<file path="src/rtl/flash_seq_pkg.sv">
package flash_seq_pkg;

    localparam int FL_DW = 16;

    typedef enum logic [1:0] {
        OP_PROGRAM = 2'd0,
        OP_SECTOR  = 2'd1,
        OP_BLOCK   = 2'd2,
        OP_CHIP    = 2'd3
    } op_e;

    typedef enum logic [1:0] {
        PH_IDLE,
        PH_SETUP,
        PH_PULSE,
        PH_HOLD
    } phase_e;

    typedef enum logic [1:0] {
        SQ_IDLE,
        SQ_WRITE,
        SQ_POLL,
        SQ_CONFIRM
    } seq_state_e;

    // One command write: either a fixed key address or the request target.
    typedef struct packed {
        logic        use_target;
        logic [15:0] key_addr;
        logic [15:0] data;
    } step_t;

    localparam logic [15:0] KEY_A = 16'h5555;
    localparam logic [15:0] KEY_B = 16'h2AAA;

    function automatic logic [2:0] last_step(op_e op);
        return (op == OP_PROGRAM) ? 3'd3 : 3'd5;
    endfunction

    function automatic step_t seq_step(op_e op, logic [2:0] idx, logic [15:0] wdata);
        step_t s;
        s.use_target = 1'b0;
        s.key_addr   = KEY_A;
        s.data       = 16'h00AA;
        case (idx)
            3'd0: begin s.key_addr = KEY_A; s.data = 16'h00AA; end
            3'd1: begin s.key_addr = KEY_B; s.data = 16'h0055; end
            3'd2: begin
                s.key_addr = KEY_A;
                s.data     = (op == OP_PROGRAM) ? 16'h00A0 : 16'h0080;
            end
            3'd3: begin
                if (op == OP_PROGRAM) begin
                    s.use_target = 1'b1;
                    s.data       = wdata;
                end else begin
                    s.key_addr = KEY_A;
                    s.data     = 16'h00AA;
                end
            end
            3'd4: begin s.key_addr = KEY_B; s.data = 16'h0055; end
            default: begin
                case (op)
                    OP_SECTOR: begin s.use_target = 1'b1; s.data = 16'h0030; end
                    OP_BLOCK:  begin s.use_target = 1'b1; s.data = 16'h0050; end
                    default:   begin s.key_addr = KEY_A;  s.data = 16'h0010; end
                endcase
            end
        endcase
        return s;
    endfunction

endpackage

</file>
<file path="src/rtl/flash_bus_cycle.sv">
module flash_bus_cycle
    import flash_seq_pkg::*;
#(
    parameter int ADDR_W = 18,
    parameter int DATA_W = 16,
    parameter int CNT_W  = 4
) (
    input  logic              clk,
    input  logic              rst,
    input  logic              start,
    input  logic              wr,
    input  logic [ADDR_W-1:0] addr,
    input  logic [DATA_W-1:0] wdata,
    input  logic [CNT_W-1:0]  t_setup,
    input  logic [CNT_W-1:0]  t_pulse,
    input  logic [CNT_W-1:0]  t_hold,
    input  logic [DATA_W-1:0] dq_in,
    output logic              idle,
    output logic              cyc_done,
    output logic [DATA_W-1:0] rdata,
    output logic              ce_n,
    output logic              we_n,
    output logic              oe_n,
    output logic [ADDR_W-1:0] bus_addr,
    output logic [DATA_W-1:0] dq_out,
    output logic              dq_oe
);

    phase_e            ph;
    logic [CNT_W-1:0]  cnt;
    logic              wr_q;
    logic [ADDR_W-1:0] addr_q;
    logic [DATA_W-1:0] wdata_q;
    logic [DATA_W-1:0] rdata_q;
    logic              done_q;

    // Remaining-count load value; zero is stretched to one clock.
    function automatic logic [CNT_W-1:0] span_m1(logic [CNT_W-1:0] t);
        return (t == '0) ? '0 : t - 1'b1;
    endfunction

    always_ff @(posedge clk) begin
        if (rst) begin
            ph      <= PH_IDLE;
            cnt     <= '0;
            wr_q    <= 1'b0;
            addr_q  <= '0;
            wdata_q <= '0;
            rdata_q <= '0;
            done_q  <= 1'b0;
        end else begin
            done_q <= 1'b0;
            case (ph)
                PH_IDLE: begin
                    if (start) begin
                        wr_q    <= wr;
                        addr_q  <= addr;
                        wdata_q <= wdata;
                        cnt     <= span_m1(t_setup);
                        ph      <= PH_SETUP;
                    end
                end
                PH_SETUP: begin
                    if (cnt == '0) begin
                        cnt <= span_m1(t_pulse);
                        ph  <= PH_PULSE;
                    end else begin
                        cnt <= cnt - 1'b1;
                    end
                end
                PH_PULSE: begin
                    if (cnt == '0) begin
                        if (!wr_q) rdata_q <= dq_in;
                        cnt <= span_m1(t_hold);
                        ph  <= PH_HOLD;
                    end else begin
                        cnt <= cnt - 1'b1;
                    end
                end
                default: begin
                    if (cnt == '0) begin
                        ph     <= PH_IDLE;
                        done_q <= 1'b1;
                    end else begin
                        cnt <= cnt - 1'b1;
                    end
                end
            endcase
        end
    end

    assign idle     = (ph == PH_IDLE);
    assign cyc_done = done_q;
    assign rdata    = rdata_q;
    assign ce_n     = (ph == PH_IDLE);
    assign we_n     = !((ph == PH_PULSE) && wr_q);
    assign oe_n     = !((ph == PH_PULSE) && !wr_q);
    assign bus_addr = addr_q;
    assign dq_out   = wdata_q;
    assign dq_oe    = (ph != PH_IDLE) && wr_q;

endmodule

</file>
<file path="src/rtl/flash_poll_eval.sv">
module flash_poll_eval #(
    parameter int DATA_W = 16
) (
    input  logic              toggle_mode,
    input  logic [DATA_W-1:0] rd_word,
    input  logic [DATA_W-1:0] exp_word,
    input  logic              prev_b6,
    input  logic              have_prev,
    output logic              settled,
    output logic              word_ok
);

    logic b7_match;
    logic b6_quiet;

    assign b7_match = (rd_word[7] == exp_word[7]);
    assign b6_quiet = have_prev && (rd_word[6] == prev_b6);
    assign settled  = toggle_mode ? b6_quiet : b7_match;
    assign word_ok  = (rd_word == exp_word);

endmodule

</file>
<file path="src/rtl/flash_seq_top.sv">
module flash_seq_top
    import flash_seq_pkg::*;
#(
    parameter int ADDR_W     = 18,
    parameter int CNT_W      = 4,
    parameter int POLL_LIMIT = 64
) (
    input  logic              clk,
    input  logic              rst,
    input  logic              req_valid,
    output logic              req_ready,
    input  logic [1:0]        req_op,
    input  logic [ADDR_W-1:0] req_addr,
    input  logic [15:0]       req_data,
    input  logic              cfg_toggle,
    input  logic [CNT_W-1:0]  t_setup,
    input  logic [CNT_W-1:0]  t_pulse,
    input  logic [CNT_W-1:0]  t_hold,
    output logic              done,
    output logic              err,
    output logic              fl_ce_n,
    output logic              fl_we_n,
    output logic              fl_oe_n,
    output logic [ADDR_W-1:0] fl_addr,
    output logic [15:0]       fl_dq_out,
    output logic              fl_dq_oe,
    input  logic [15:0]       fl_dq_in
);

    localparam int PCW = $clog2(POLL_LIMIT + 1);
    localparam logic [PCW-1:0] PC_LAST = PCW'(POLL_LIMIT - 1);

    seq_state_e        st;
    op_e               op_q;
    logic [ADDR_W-1:0] tgt_q;
    logic [15:0]       wdat_q;
    logic [2:0]        step_q;
    logic              pending;
    logic              prev_b6;
    logic              have_prev;
    logic [PCW-1:0]    poll_cnt;
    logic              conf_cnt;
    logic              done_q;
    logic              err_q;

    logic              cyc_start;
    logic              cyc_wr;
    logic [ADDR_W-1:0] cyc_addr;
    logic [15:0]       cyc_wdata;
    logic              cyc_idle;
    logic              cyc_done;
    logic [15:0]       rd_word;
    logic [15:0]       exp_word;
    logic              settled;
    logic              word_ok;
    logic              at_limit;
    step_t             cur_step;

    assign cur_step  = seq_step(op_q, step_q, wdat_q);
    assign cyc_wr    = (st == SQ_WRITE);
    assign cyc_start = (st != SQ_IDLE) && cyc_idle && !pending;
    assign cyc_addr  = (cyc_wr && !cur_step.use_target) ? ADDR_W'(cur_step.key_addr) : tgt_q;
    assign cyc_wdata = cur_step.data;
    assign exp_word  = (op_q == OP_PROGRAM) ? wdat_q : 16'hFFFF;
    assign at_limit  = (poll_cnt == PC_LAST);

    flash_bus_cycle #(
        .ADDR_W (ADDR_W),
        .DATA_W (16),
        .CNT_W  (CNT_W)
    ) cyc_i (
        .clk      (clk),
        .rst      (rst),
        .start    (cyc_start),
        .wr       (cyc_wr),
        .addr     (cyc_addr),
        .wdata    (cyc_wdata),
        .t_setup  (t_setup),
        .t_pulse  (t_pulse),
        .t_hold   (t_hold),
        .dq_in    (fl_dq_in),
        .idle     (cyc_idle),
        .cyc_done (cyc_done),
        .rdata    (rd_word),
        .ce_n     (fl_ce_n),
        .we_n     (fl_we_n),
        .oe_n     (fl_oe_n),
        .bus_addr (fl_addr),
        .dq_out   (fl_dq_out),
        .dq_oe    (fl_dq_oe)
    );

    flash_poll_eval #(
        .DATA_W (16)
    ) eval_i (
        .toggle_mode (cfg_toggle),
        .rd_word     (rd_word),
        .exp_word    (exp_word),
        .prev_b6     (prev_b6),
        .have_prev   (have_prev),
        .settled     (settled),
        .word_ok     (word_ok)
    );

    always_ff @(posedge clk) begin
        if (rst) begin
            st        <= SQ_IDLE;
            op_q      <= OP_PROGRAM;
            tgt_q     <= '0;
            wdat_q    <= '0;
            step_q    <= '0;
            pending   <= 1'b0;
            prev_b6   <= 1'b0;
            have_prev <= 1'b0;
            poll_cnt  <= '0;
            conf_cnt  <= 1'b0;
            done_q    <= 1'b0;
            err_q     <= 1'b0;
        end else begin
            done_q <= 1'b0;
            err_q  <= 1'b0;
            if (cyc_start) pending <= 1'b1;
            else if (cyc_done) pending <= 1'b0;

            case (st)
                SQ_IDLE: begin
                    if (req_valid) begin
                        op_q   <= op_e'(req_op);
                        tgt_q  <= req_addr;
                        wdat_q <= req_data;
                        step_q <= '0;
                        st     <= SQ_WRITE;
                    end
                end
                SQ_WRITE: begin
                    if (cyc_done) begin
                        if (step_q == last_step(op_q)) begin
                            st        <= SQ_POLL;
                            poll_cnt  <= '0;
                            have_prev <= 1'b0;
                            conf_cnt  <= 1'b0;
                        end else begin
                            step_q <= step_q + 3'd1;
                        end
                    end
                end
                SQ_POLL: begin
                    if (cyc_done) begin
                        prev_b6   <= rd_word[6];
                        have_prev <= 1'b1;
                        poll_cnt  <= poll_cnt + 1'b1;
                        if (at_limit) begin
                            err_q <= 1'b1;
                            st    <= SQ_IDLE;
                        end else if (settled) begin
                            conf_cnt <= 1'b0;
                            st       <= SQ_CONFIRM;
                        end
                    end
                end
                default: begin
                    if (cyc_done) begin
                        prev_b6   <= rd_word[6];
                        have_prev <= 1'b1;
                        poll_cnt  <= poll_cnt + 1'b1;
                        if (word_ok && conf_cnt) begin
                            done_q <= 1'b1;
                            st     <= SQ_IDLE;
                        end else if (at_limit) begin
                            err_q <= 1'b1;
                            st    <= SQ_IDLE;
                        end else if (word_ok) begin
                            conf_cnt <= 1'b1;
                        end else begin
                            st <= SQ_POLL;
                        end
                    end
                end
            endcase
        end
    end

    assign req_ready = (st == SQ_IDLE);
    assign done      = done_q;
    assign err       = err_q;

endmodule

</file>
<file path="config.mk">
export PLATFORM = sky130hd
export DESIGN_NAME = flash_seq_top
export DESIGN_NICKNAME = d
export VERILOG_FILES = /design/src/rtl/flash_seq_pkg.sv /design/src/rtl/flash_bus_cycle.sv /design/src/rtl/flash_poll_eval.sv /design/src/rtl/flash_seq_top.sv
export SDC_FILE = /design/constraint.sdc
export NUM_CORES = 1
export LEC_CHECK = 0
export ABC_AREA = 1
export ABC_CLOCK_PERIOD_IN_PS = 2440
export BUFFER_PORTS_ARGS = -buffer_cell sky130_fd_sc_hd__buf_2
export CORE_MARGIN = 2
export CORE_UTILIZATION = 56
export CTS_CLUSTER_DIAMETER = 200
export DETAILED_ROUTE_END_ITERATION = 16
export GPL_TIMING_DRIVEN = 1
export PLACE_DENSITY = 0.77
export SETUP_SLACK_MARGIN = 0.1
export SYNTH_ARGS = -nofsm -noshare
export SYNTH_HDL_FRONTEND = slang
export SYNTH_HIERARCHICAL = 1
export SYNTH_SLANG_ARGS = --single-unit
</file>
<file path="constraint.sdc">
create_clock -name clk -period 2.44 [get_ports clk]
set_input_delay 0.244 -clock clk [delete_from_list [all_inputs] [get_ports clk]]
set_output_delay 0.244 -clock clk [all_outputs]
set_load 0.05 [all_outputs]
</file>
==> summary.json <==
{
  "io-pin-count": 109,
  "vdd.ir_drop.worst_v": 0.000642,
  "worstSetupStartpoint": "op_q[0]",
  "rrSetupSlack_ps": 330,
  "max_cap_violations": 0,
  "detailedRoute.firstIterationViolations": 221,
  "post_synth_most_frequent_cells": "sky130_fd_sc_hd__nor2_1 (165), sky130_fd_sc_hd__nand2_1 (119), sky130_fd_sc_hd__o21ai_0 (113)",
  "synthToLayoutAreaGrowth_pct": 15.3,
  "number_of_cells_traversed_by_the_worst_register_to_register_path": 18,
  "critical_path_class": "flip-flop to flip-flop",
  "filler_cell_count": 984,
  "floorplan.rows": 37,
  "timing.clock.skew_ps": 17.2,
  "crit_path_max_fanout": 5,
  "power.clock.fraction_pct": 12.5,
  "fp.dieArea_sq_um": 11200,
  "overall_die_width_um": 106,
  "worst-path-stages": 18,
  "gr-usage-all-layers_pct": 22.9,
  "biggest_area_contributors_in_the_synthesized_netlist": "sky130_fd_sc_hd__dfxtp_1 (39%), sky130_fd_sc_hd__nor2_1 (11%), sky130_fd_sc_hd__o21ai_0 (9.8%)",
  "critPathBufInv": 3,
  "synth_fp_nets": 920,
  "clk-insertion-delay-late_ps": 370,
  "clock_sink_count": 112,
  "ff_latch_area_sq_um": 2240,
  "worstMarginPinSlew_ps": 556,
  "total_switching_power_mw": 4.35,
  "detail_routed_net_length_per_standard_cell_um": 11.8,
  "slowest_stage": "sky130_fd_sc_hd__dfxtp_1",
  "worst_path_setup_slack_after_routing_ps": 329,
  "timing.critical_path.arrival_ps": 2370,
  "syn-cell-area_sq_um": 5780,
  "synth_edf_count": 0,
  "clock.fmax_mhz": 474,
  "synth_sequential_area_ratio_pct": 38.8,
  "cts_made_buffers": 9,
  "synthDominantCellAreaShare_pct": 38.8,
  "grt_antenna_before_repair": 0,
  "crit-reg2reg-launch": "op_q[0]",
  "yosysWarningCount": 6,
  "total_leakage_power_nw": 3.12,
  "worstSetupEndpoint": "st[0]",
  "power.switching_fraction_pct": 50.4,
  "post_synth_num_cell_types": 41,
  "drt_pre_antenna_iters": 6,
  "maximum_number_of_pins_on_one_net_before_global_route_repair": 71,
  "synth-async-reset-ratio_pct": 0,
  "clockBufferDepth": 2,
  "synth-seq-cells": 112,
  "slew_headroom_pct": 62.9,
  "area_of_the_multi_input_gates_sq_um": 3000,
  "outcome": "finished clean",
  "final_area_sq_um": 6660,
  "globalRoute.totalOverflow": 0,
  "cp-end-kind": "flip-flop",
  "setup_viol": 0,
  "placeableCoreArea_sq_um": 10200,
  "final_max_tran_viols": 0,
  "power_density_nw_per_um2": 1290,
  "min_period_ps": 2110,
  "viasPerCell": 4.95,
  "nets": 1018,
  "cts_root_buf": "sky130_fd_sc_hd__clkbuf_8",
  "seq_power_share_pct": 31.3,
  "synthCells": 827,
  "dp_hpwl_mm": 9.17,
  "wire_length_of_the_first_global_routing_pass_mm": 21.5,
  "clock_tree.htree_level_count": 3,
  "post_synth.cell_area_avg_sq_um": 6.99,
  "crit_path_cell_trace": "inv_2, ha_4, inv_4, or2_2, inv_1, nand2_1, nand2_1, nand2_1, nor2_1, nand2_1, nor2_4, nand3_1, nand2_1, nand2_1, nand3_2, nand2_1, o21ai_0, nor2_1",
  "initial_utilization_pct": 56.8,
  "utilization_pct": 65.4,
  "internal_power_mw": 4.28,
  "p_total_mw": 8.62,
  "hold_buffers": 0,
  "critPathLaunchType": "flip-flop",
  "final_antenna_net_count": 0,
  "chipHeight_um": 106,
  "placement.cell_area_sq_um": 6440,
  "unrepaired_setup_endpoints_after_global_routing": "false",
  "critPathRequiredTime_ps": 2700,
  "detailedPlace.worstSlack_ps": 179,
  "first_global_vias": 4817,
  "gpl.final_weighted_congestion": 0.858,
  "clock_tree_from_tritoncts": "done",
  "routed_wl_mm": 12.5,
  "pwr-share-comb_pct": 56.3,
  "portBuffers": 108,
  "drive_gt1_share_pct": 21.1,
  "fin_setup_tns_ps": 0,
  "crit_path_frequent_cell": "sky130_fd_sc_hd__nand2_1",
  "final-hold-violation-count": 0,
  "hp-class": "input pin to flip-flop",
  "synth-main-ff-cell": "sky130_fd_sc_hd__dfxtp_1",
  "finalCritPeriodShare_pct": 86.5,
  "cp_slowest_stage_delay_ps": 340,
  "insertedDiodeCount": 0,
  "dominant_cell_by_count_in_the_synthesized_netlist": "sky130_fd_sc_hd__nor2_1",
  "dr_total_vias": 5277,
  "number_of_remaining_drc_errors": 0,
  "synth_largest_area_cell": "sky130_fd_sc_hd__dfxtp_1",
  "reg2reg_to": "st[0]",
  "worst_setup_hold_path_clk_slew_ps": 120,
  "critical_path.top_delay_family": "simple AND/OR/NAND/NOR gates"
}
[logic make-up after synthesis]
family	after synthesis	share of synthesized area (%)
xor gates and xnor gates	14	2.12
and+or+nand+nor	341	25.5
DFF	112	38.8
buffers and inverters	137	9.82
adders and majority gates	25	5.41
AOI/OAI and AO/OA	198	18.3
[sequential cells by signal (all words and copies together), names as in the netlist]
signal          flops
cyc_i/ph            2
done                1
have_prev           1
err                 1
tgt_q              18
cyc_i/wr_q          1
op_q                2
poll_cnt            7
conf_cnt            1
cyc_i/dq_out       16
cyc_i/bus_addr     18
step_q              3
cyc_i/cyc_done      1
wdat_q             16
cyc_i/rdata        16
cyc_i/cnt           4
pending             1
st                  2
prev_b6             1
[through the flow]
step                      hold slack [ps]  cells
after floorplan                       313    827
after global placement                433   1050
after detailed placement              437   1050
after CTS                            73.9   1066
after global routing                 86.2   1066
final                                85.7   1066
[repair_timing]
action,CTS,global route
gates resized for setup,0,8
buffers inserted,0,0
endpoints found under the setup margin,0,5
[worst min-delay path by stage]
stage / from / to / slack [ps] / depth (start not counted)
after floorplan: rst / cyc_i/cnt[0] / 310 / 1
final: fl_dq_in[11] / cyc_i/rdata[11] / 90 / 3
after global placement: tgt_q[0] / tgt_q[0] / 430 / 2
after global routing: fl_dq_in[14] / cyc_i/rdata[14] / 90 / 3
after detailed placement: tgt_q[2] / tgt_q[2] / 440 / 2
after CTS: fl_dq_in[11] / cyc_i/rdata[11] / 70 / 3
[placed cells by master (no fill, tap or decap), types with 3 or more instances in the layout]
| master | Yosys | layout |
|---|---|---|
| sky130_fd_sc_hd__o21ai_0 | 113 | 113 |
| sky130_fd_sc_hd__nand2_1 | 119 | 119 |
| sky130_fd_sc_hd__nor2_1 | 165 | 164 |
| sky130_fd_sc_hd__nand2_2 | 10 | 10 |
| sky130_fd_sc_hd__xnor2_1 | 11 | 11 |
| sky130_fd_sc_hd__nand4_1 | 3 | 3 |
| sky130_fd_sc_hd__or2_2 | 3 | 3 |
| sky130_fd_sc_hd__inv_1 | 90 | 88 |
| sky130_fd_sc_hd__dfxtp_1 | 112 | 112 |
| sky130_fd_sc_hd__ha_1 | 25 | 24 |
| sky130_fd_sc_hd__inv_2 | 12 | 14 |
| sky130_fd_sc_hd__nand2_4 | 3 | 3 |
| sky130_fd_sc_hd__clkbuf_8 | 0 | 9 |
| sky130_fd_sc_hd__a21oi_1 | 61 | 61 |
| sky130_fd_sc_hd__o21ai_1 | 9 | 9 |
| sky130_fd_sc_hd__nand3_1 | 20 | 20 |
| sky130_fd_sc_hd__buf_2 | 6 | 108 |
| sky130_fd_sc_hd__buf_4 | 3 | 9 |
| sky130_fd_sc_hd__o21ai_2 | 5 | 5 |
| sky130_fd_sc_hd__nor2_2 | 8 | 8 |
| sky130_fd_sc_hd__nor2_4 | 2 | 3 |
| sky130_fd_sc_hd__xor2_1 | 3 | 3 |
[power groups by stage]
| stage | combinational, mW | sequential, mW | clock [mW] |
|---|---|---|---|
| final | 4.85 | 2.70 | 1.07 |
| after global routing | 5.43 | 2.76 | 1.18 |
| after CTS | 4.85 | 2.69 | 1.10 |
| after detailed placement | 4.83 | 2.74 | 0 |
| after global placement | 4.77 | 2.72 | 0 |
| after floorplan | 3.07 | 3.54 | 0 |
[worst min-delay path, cell delays in order]
cell	delay, ps
sky130_fd_sc_hd__buf_2	70
sky130_fd_sc_hd__nor2_1	30
sky130_fd_sc_hd__nor2_1	80
[layer usage]
metal | track usage (%) | part of all wire, % | vias to the layer above
li1 | - | - | 2812
met4 | 4.32 | 0.71 | 0
met5 | 0 | 0 | -
met3 | 3.40 | 4.6 | 10
met1 | 32.9 | 50 | 2335
met2 | 37.0 | 44 | 120
[area by class of cell]
| cell class | instances | share of cell area [%] |
|---|---|---|
| multi-input combinational | 578 | 45.0 |
| sequential | 112 | 33.6 |
| inverter | 104 | 5.93 |
| timing repair buffer | 120 | 9.95 |
| clock buffer | 9 | 1.86 |
| clock inverter | 7 | 1.05 |
| tap | 136 | 2.55 |
Note: power is estimated with default switching activity, not from simulation.
